## src/rtl/rst_pkg.sv

```systemverilog
package rst_pkg;
  localparam int STAT_W   = 8;
  localparam int B_POR    = 0;
  localparam int B_WDOG   = 1;
  localparam int B_BADOP  = 2;
  localparam int B_BADADR = 3;
  localparam int B_LOWV   = 4;

  typedef enum logic [1:0] {
    SQ_RUN  = 2'd0,
    SQ_PIN  = 2'd1,
    SQ_TAIL = 2'd2
  } seq_t;
endpackage

```

## src/rtl/rst_addr_chk.sv

```systemverilog
module rst_addr_chk #(
  parameter int ADDR_W   = 16,
  parameter int N_RANGES = 2,
  parameter logic [N_RANGES*ADDR_W-1:0] RANGE_LO = {16'hF000, 16'h0100},
  parameter logic [N_RANGES*ADDR_W-1:0] RANGE_HI = {16'hF7FF, 16'h7FFF}
) (
  input  logic [ADDR_W-1:0] addr_i,
  output logic              hit_o
);
  logic [N_RANGES-1:0] hit_v;

  for (genvar g = 0; g < N_RANGES; g++) begin : g_win
    localparam logic [ADDR_W-1:0] LO = RANGE_LO[g*ADDR_W +: ADDR_W];
    localparam logic [ADDR_W-1:0] HI = RANGE_HI[g*ADDR_W +: ADDR_W];
    assign hit_v[g] = (addr_i >= LO) && (addr_i <= HI);
  end

  assign hit_o = |hit_v;
endmodule

```

## src/rtl/rst_status.sv

```systemverilog
module rst_status
  import rst_pkg::*;
(
  input  logic              clk_i,
  input  logic              rst_ni,
  input  logic              rd_i,
  input  logic              wdog_i,
  input  logic              badop_i,
  input  logic              badadr_i,
  input  logic              lowv_i,
  output logic [STAT_W-1:0] stat_o
);
  logic [STAT_W-1:0] stat_q, stat_d, set_v;

  always_comb begin
    set_v           = '0;
    set_v[B_WDOG]   = wdog_i;
    set_v[B_BADOP]  = badop_i;
    set_v[B_BADADR] = badadr_i;
    set_v[B_LOWV]   = lowv_i;
    stat_d          = (rd_i ? '0 : stat_q) | set_v;
  end

  always_ff @(posedge clk_i or negedge rst_ni) begin
    if (!rst_ni) begin
      stat_q        <= '0;
      stat_q[B_POR] <= 1'b1;
    end else begin
      stat_q <= stat_d;
    end
  end

  assign stat_o = stat_q;


  rd_clear_chk: assert property (@(posedge clk_i) disable iff (!rst_ni)
    (rd_i && !wdog_i && !badop_i && !badadr_i && !lowv_i) |=> (stat_o == '0));


  wdog_bit_chk: assert property (@(posedge clk_i) disable iff (!rst_ni)
    wdog_i |=> stat_o[B_WDOG]);
endmodule

```

## src/rtl/rst_seq.sv

```systemverilog
module rst_seq
  import rst_pkg::*;
#(
  parameter int HOLD_CYC = 4096,
  parameter int TAIL_CYC = 64
) (
  input  logic clk_i,
  input  logic rst_ni,
  input  logic cause_i,
  input  logic level_i,
  output logic pin_pd_o,
  output logic core_rst_o,
  output logic clk_en_o
);
  localparam int MAXC  = (HOLD_CYC > TAIL_CYC) ? HOLD_CYC : TAIL_CYC;
  localparam int CNT_W = $clog2(MAXC) + 1;
  localparam logic [CNT_W-1:0] HOLD_END = CNT_W'(HOLD_CYC - 1);
  localparam logic [CNT_W-1:0] TAIL_END = CNT_W'(TAIL_CYC - 1);

  seq_t             st_q, st_d;
  logic [CNT_W-1:0] cnt_q, cnt_d;
  logic             cen_q, cen_d;

  always_comb begin
    st_d  = st_q;
    cnt_d = cnt_q;
    cen_d = 1'b1;
    if (cause_i || level_i) begin
      st_d  = SQ_PIN;
      cnt_d = '0;
    end else begin
      case (st_q)
        SQ_PIN: begin
          if (cnt_q == HOLD_END) begin
            st_d  = SQ_TAIL;
            cnt_d = '0;
          end else begin
            cnt_d = cnt_q + 1'b1;
          end
        end
        SQ_TAIL: begin
          if (cnt_q == TAIL_END) begin
            st_d  = SQ_RUN;
            cnt_d = '0;
          end else begin
            cnt_d = cnt_q + 1'b1;
          end
        end
        default: begin
          st_d  = SQ_RUN;
          cnt_d = '0;
        end
      endcase
    end
  end

  always_ff @(posedge clk_i or negedge rst_ni) begin
    if (!rst_ni) begin
      st_q  <= SQ_PIN;
      cnt_q <= '0;
      cen_q <= 1'b0;
    end else begin
      st_q  <= st_d;
      cnt_q <= cnt_d;
      cen_q <= cen_d;
    end
  end

  assign pin_pd_o   = (st_q == SQ_PIN);
  assign core_rst_o = (st_q != SQ_RUN);
  assign clk_en_o   = cen_q;


  pin_in_core_chk: assert property (@(posedge clk_i) disable iff (!rst_ni)
    pin_pd_o |-> core_rst_o);


  tail_after_pin_chk: assert property (@(posedge clk_i) disable iff (!rst_ni)
    $fell(pin_pd_o) |-> core_rst_o);


  restart_chk: assert property (@(posedge clk_i) disable iff (!rst_ni)
    (cause_i || level_i) |=> (pin_pd_o && cnt_q == '0));
endmodule

```

## src/rtl/rst_cause_ctrl.sv

```systemverilog
module rst_cause_ctrl
  import rst_pkg::*;
#(
  parameter int ADDR_W   = 16,
  parameter int N_RANGES = 2,
  parameter logic [N_RANGES*ADDR_W-1:0] RANGE_LO = {16'hF000, 16'h0100},
  parameter logic [N_RANGES*ADDR_W-1:0] RANGE_HI = {16'hF7FF, 16'h7FFF},
  parameter int HOLD_CYC = 4096,
  parameter int TAIL_CYC = 64
) (
  input  logic              clk_i,
  input  logic              por_ni,
  input  logic              wdog_req_i,
  input  logic              bad_op_i,
  input  logic              stop_op_i,
  input  logic              stop_ena_i,
  input  logic              fetch_i,
  input  logic              fetch_op_i,
  input  logic [ADDR_W-1:0] fetch_addr_i,
  input  logic              low_volt_i,
  input  logic              stat_rd_i,
  output logic              pin_pd_o,
  output logic              core_rst_o,
  output logic              clk_en_o,
  output logic [STAT_W-1:0] stat_o
);
  logic win_hit, badop_ev, badadr_ev, strobe_ev;

  rst_addr_chk #(
    .ADDR_W(ADDR_W), .N_RANGES(N_RANGES),
    .RANGE_LO(RANGE_LO), .RANGE_HI(RANGE_HI)
  ) u_win (
    .addr_i(fetch_addr_i),
    .hit_o (win_hit)
  );

  assign badop_ev  = bad_op_i || (stop_op_i && !stop_ena_i);
  assign badadr_ev = fetch_i && fetch_op_i && win_hit;
  assign strobe_ev = wdog_req_i || badop_ev || badadr_ev;

  rst_status u_stat (
    .clk_i   (clk_i),
    .rst_ni  (por_ni),
    .rd_i    (stat_rd_i),
    .wdog_i  (wdog_req_i),
    .badop_i (badop_ev),
    .badadr_i(badadr_ev),
    .lowv_i  (low_volt_i),
    .stat_o  (stat_o)
  );

  rst_seq #(.HOLD_CYC(HOLD_CYC), .TAIL_CYC(TAIL_CYC)) u_seq (
    .clk_i     (clk_i),
    .rst_ni    (por_ni),
    .cause_i   (strobe_ev),
    .level_i   (low_volt_i),
    .pin_pd_o  (pin_pd_o),
    .core_rst_o(core_rst_o),
    .clk_en_o  (clk_en_o)
  );


  lowv_pin_chk: assert property (@(posedge clk_i) disable iff (!por_ni)
    low_volt_i |=> (pin_pd_o && stat_o[B_LOWV]));


  data_fetch_chk: assert property (@(posedge clk_i) disable iff (!por_ni)
    (!(fetch_i && fetch_op_i) && !stat_rd_i) |=> $stable(stat_o[B_BADADR]));


  stop_ok_chk: assert property (@(posedge clk_i) disable iff (!por_ni)
    (stop_ena_i && !bad_op_i && !stat_rd_i) |=> $stable(stat_o[B_BADOP]));
endmodule

```

## config.mk

```make
export PLATFORM = sky130hd
export DESIGN_NAME = rst_cause_ctrl
export DESIGN_NICKNAME = d
export VERILOG_FILES = /design/src/rtl/rst_pkg.sv /design/src/rtl/rst_addr_chk.sv /design/src/rtl/rst_status.sv /design/src/rtl/rst_seq.sv /design/src/rtl/rst_cause_ctrl.sv
export SDC_FILE = /design/constraint.sdc
export NUM_CORES = 1
export LEC_CHECK = 0
export BUFFER_PORTS_ARGS = -buffer_cell sky130_fd_sc_hd__buf_2
export CAP_MARGIN = 30
export CORE_MARGIN = 2
export CORE_UTILIZATION = 50
export DETAILED_ROUTE_END_ITERATION = 16
export PLACE_DENSITY = 0.8
export SLEW_MARGIN = 0
export SYNTH_ARGS = -nofsm -noshare
export SYNTH_HDL_FRONTEND = slang
export SYNTH_SLANG_ARGS = --single-unit
```

## constraint.sdc

```tcl
create_clock -name clk_i -period 3.8 [get_ports clk_i]
set_input_delay 0.19 -clock clk_i [delete_from_list [all_inputs] [get_ports clk_i]]
set_output_delay 0.19 -clock clk_i [all_outputs]
set_load 0.005 [all_outputs]
```

# Word level (Yosys, flattened, before mapping)
# Index checks and enable logic that the tools add are counted.
op_classes:
  addsub: 1
  n_eq_ne: 6
  n_lt_le_gt_ge: 4
  mux: 9
  bitwise_logic: 1
  n_reduce_logical: 13
op_table:
  columns: ["op", "n"]
  rows:
  - ["2-to-1 mux 13 bit", 3]
  - ["one-hot mux 13 bit (2 select lines)", 1]
  - ["greater-or-equal comparator 16 bit (second input constant)", 1]
  - ["greater-or-equal comparator 16 x 9 -> 1 bit (second input constant)", 1]
  - ["<= comparator 16 x 15 -> 1 bit (second input constant)", 1]
  - ["<= comparator 16 bit (second input constant)", 1]
  - ["adder 13 x 1 -> 13 bit (second input constant)", 1]
  - ["== test 13 x 12 -> 1 bit (second input constant)", 1]
  - ["== test 13 x 6 -> 1 bit (second input constant)", 1]
  - ["2-to-1 mux 8 bit", 1]
  - ["OR 8 x 5 -> 8 bit", 1]
  - ["2-to-1 mux 2 bit", 3]
  - ["inequality test 3 x 1 -> 1 bit (second input constant)", 2]
  - ["logical AND 1 bit", 5]
  - ["logical OR 1 bit", 4]
  - ["one-hot mux 2 bit (2 select lines)", 1]
  - ["== test 2 x 1 -> 1 bit (second input constant)", 1]
  - ["== test 2 bit (second input constant)", 1]
  - ["AND reduction 2 bit", 1]
  - ["nonzero test 2 bit", 1]
  - ["OR reduction 2 bit", 1]
  - ["logical NOT 1 bit", 1]
word_totals:
  wordCells: 38
  reg_bits: 24

# Logic depth before layout (Yosys ltp)
logic_depth:
  ltp_word: 8
  mapped_depth: 7

# Hierarchy
# From an unflattened synthesis, not the netlist that was laid out.
unflattened:
  cells_unflattened: 110
  area_unflattened_um2: 1138.6
by_module_without_submodules:
  columns: ["module", "cells_each", "instances", "area_each_um2"]
  rows:
  - ["rst_seq", 86, 1, 855.8]
  - ["rst_status", 15, 1, 195.2]
  - ["rst_addr_chk", 5, 1, 53.8]
  - ["rst_cause_ctrl", 4, 1, 33.8]

# Worst setup path after synthesis
# OpenSTA, ideal clock, no wires.
synth_path:
  kind: "register to register"
  startpoint: "register u_seq.cnt_q[0]"
  endpoint: "register u_seq.cnt_q[10]"
  stages_incl_launch_ff: 7
  required_ps: 3681
  synth_period_minus_slack_ps: 1762
  arrival_ps: 1644
  slack_ps: 2038
  cell_sequence: "dfrtp_1 ha_1 nand3_1 o41a_1 o2111ai_2 buf_4 nor2_1"
synth_via:
  elab_chain_len: 4
synth_rtl:
  columns: ["element", "line_no", "text"]
  rows:
  - ["start: declaration", "rst_seq.sv:21", "logic [CNT_W-1:0] cnt_q, cnt_d;"]
  - ["start signal: assignment", "rst_seq.sv:64", "cnt_q <= cnt_d;"]
  - ["adder 13 x 1 -> 13 bit, or another cell as far along", "rst_seq.sv:38, rst_seq.sv:46", null]
  - ["2-to-1 mux 13 bit (on tied branches)", "rst_seq.sv:42, rst_seq.sv:34", null]
  - ["one-hot mux 13 bit (2 select lines) (*)", "rst_seq.sv:32", "case (st_q)"]
  - ["2-to-1 mux 13 bit (*)", "rst_seq.sv:28", "if (cause_i || level_i) begin"]
  - ["net u_seq.cnt_d[10]", "rst_seq.sv:21", null]
# The timed path passes the listed nets; every way through them passes the cells marked *.
# A chain may end at the register's enable or synchronous reset.

# Final worst setup path
layout_path:
  startpoint: "register u_seq.cnt_q[0]"
  endpoint: "register u_seq.cnt_q[2]"
# The elaborated chain is that of the path after synthesis.

==> results.md <==
* Outcome: finished, final reports clean
* Most frequent cells in the layout: buf_2, dfrtp_1, nor2_1, inv_1, xor2_1
* P&R area growth vs syn at 16.0%
* Clock transition at the registers of the reported paths at 0.12 ns
* CP bufs+invs at 0
* Fin. max-slew vios at 0
* Ys Warns at 0
* Adder-cell share of the synthesized area at 0.0461
* Startpoint types: register
* All-Layer GR Usage at 0.178
* Critical Path Sink Type: register
* Vias in the first global route at 836
* Remaining DRCs at 0
* CTS buffer count at 3
* Clock buffer depth at 2
* Worst Hold Class: input port to register
* Routed len/inst at 11.9 microns
* Switch Pwr at 0.0867 mW
* Core footprint at 0.00200 sq mm
* Drt total wl at 1910 microns
* Worst path slowest cell: o2111ai_2
* Final Wtd Congestion at 0.797
* Synth Cell Area at 0.00108 sq mm
* Post-place setup slack at 1.70 ns
* FFs w/ async S/R, synth at 1.00
* Power per cell area at 291 mW/mm^2
* Worst VDD drop at 0.000215 V
* Final nets at 164
* Register Area at 528 sq um
* Number of synthesized flops with an enable pin at 0
* Hold_buf cts at 1
* FF-to-FF Start: u_seq.cnt_q[0]
* Post-Layout Inst Area at 0.00126 sq mm
* WL met3 at 102 microns
* Slew @ Worst Pin at 0.562 ns
* Placed cell area at 0.00122 sq mm
* Row count at 16
* Initial antenna violation count at 0
* Metal-1 WL at 854 microns
* Clock share of power at 0.296
* Setup-failing EPs final at 0
* Vias at 869
* Sink Count at 21
* Root Buffer: clkbuf_4
* Multi-input gate area at 504 sq um
* Critical setup path kind: register to register
* Met2 routed WL at 904 microns
* Skew-Pair Late Insertion Delay at 0.31 ns
* Hold_sp: stat_rd_i
* Commonest non-fill, non-tap cell in the layout: buf_2
* Die width at 50.6 microns
* Setup crit start: u_seq.cnt_q[0]
* Syn avg cell area at 10.3 sq um
* Synth Instances at 105
* Pint at 0.280 mW
* Initial core utilization at 0.542
* CP Cell Sequence: ha_1, nand3_1, o41a_1, o2111ai_2, nor2_1
* Final hold vios at 0
* Die H at 50.6 microns
* Number of max-cap violations at 0
* RSZ-0062 raised after global routing: no
* Yosys reg bits at 21
* Post-route ant nets at 0
* Worst hold margin at 0.0143 ns
* Post_cts resized at 0
* Switching Share at 0.237
* Final Cycle Share at 0.555
* Fillers at 176
* Largest family of logic cells by synthesized area: simple AND/OR/NAND/NOR gates
* CP required at 3.98 ns
* Die area at 0.00256 sq mm
* Half-perimeter wire length after detailed placement at 1460 microns
* Max Freq at 0.474 GHz
* Drt via density at 5.43
* Most used flip-flop cell after synthesis: dfrtp_1
* Drt pass-1 iters at 4
* Htree depth at 1
* CTS tree: yes
* Clock skew at 0.00347 ns
* GRT Residual Overflow at 0
* CP max FO at 12
* Largest net degree at the start of global routing at 22
* Sequential area share after synthesis at 0.487
* XOR/XNOR Fraction of Synth Area at 0.0807
* Global-route wire length before repair at 3490 microns
* Static leakage at 0.578 nW
* Post-CTS Setup Bufs at 0
* Synth Area in Compound Gates at 0.116
* Largest stage delay, worst path at 0.49 ns
* Netlist cell types at 31
* Simple-Gate Fraction of Synth Area at 0.208
* DRT iter0 DRCs at 8
* ANT cells at 0
* Max-slew headroom at 0.625
* Tmin final at 2.11 ns
* Setup_tns at 0 ns
* Worst EP arrival at 2.29 ns
* Post-route setup slack at 1.69 ns
* Seq pwr share at 0.626
* CP delay by family, top: compound AO/OA/AOI/OAI gates
* Comb power frac at 0.078
* Post-synthesis mux area share at 0
* Share of layout cells above drive strength 1 at 0.278
* Port bufs at 25
* Highest metal used: met4
* Top Ports at 37
## final timing paths
path	end	slack, ns	depth (start not counted)
max	u_seq.cnt_q[2]	1.69	5
max reg2reg	u_seq.cnt_q[2]	1.69	5
min in group asynchronous	u_seq.cnt_q[11]	0.35	2
min reg2reg	u_stat.stat_o[0]	0.49	1
max in group asynchronous	u_seq.st_q[0]	3.11	2
min	u_stat.stat_o[0]	0.01	2
## layer usage
layer / vias to the layer above / track usage
met5: - / 0
met4: 0 / 0.0766
met3: 7 / 0.0417
met2: 31 / 0.300
met1: 415 / 0.216
li1: 416 / -
## synthesized netlist by cell type (3+ instances only)
cell / n / share of area
buf_4: 4 / 0.028
dfrtp_1: 19 / 0.44
ha_1: 4 / 0.046
inv_1: 8 / 0.028
nand2_1: 5 / 0.017
nand3_1: 5 / 0.023
nand4_1: 3 / 0.017
nor2_1: 13 / 0.045
nor3_1: 4 / 0.018
nor4_1: 3 / 0.017
o21ai_0: 4 / 0.018
xnor2_1: 3 / 0.024
xor2_1: 7 / 0.057
## kinds of logic after synthesis
logic type | Yosys count
compound gates | 14
xor+xnor | 10
fa+ha+maj | 4
buf+inv | 12
flops | 21
other cells | 2
simple gates | 42
## worst register-to-register path: stages (launching register included)
cell,delay [ns]
dfrtp_1,0.43
ha_1,0.30
nand3_1,0.19
o41a_1,0.46
o2111ai_2,0.49
nor2_1,0.12
## power groups by stage
stage / Sequential (mW) / Combinational [mW] / Clock [mW]
CTS: 0.230 / 0.0291 / 0.115
global placement: 0.234 / 0.0273 / 0
global route: 0.230 / 0.0332 / 0.123
detailed placement: 0.234 / 0.0283 / 0
floorplan: 0.234 / 0.0109 / 0
finish: 0.230 / 0.0286 / 0.108
## per-stage QoR
step                std cells  power [mW]  utilization
floorplan                 107       0.245            -
global placement          155       0.261        0.610
detailed placement        155       0.262        0.610
CTS                       160       0.374        0.629
global route              160       0.386        0.629
finish                    160       0.367        0.629
## state kept, by name, summed over array words and instances (netlist names)
name / count
u_stat.stat_o: 5
u_seq.clk_en_o: 1
u_seq.st_q: 2
u_seq.cnt_q: 13
## area by class of cell
cell class	count	area share
tap	27	0.0268
sequential	21	0.419
timing repair buffer	26	0.107
clock inverter	1	0.00398
multi-input combinational	74	0.401
inverter	8	0.0239
clock buffer	3	0.0179
Note: power is estimated with default switching activity, not from simulation.
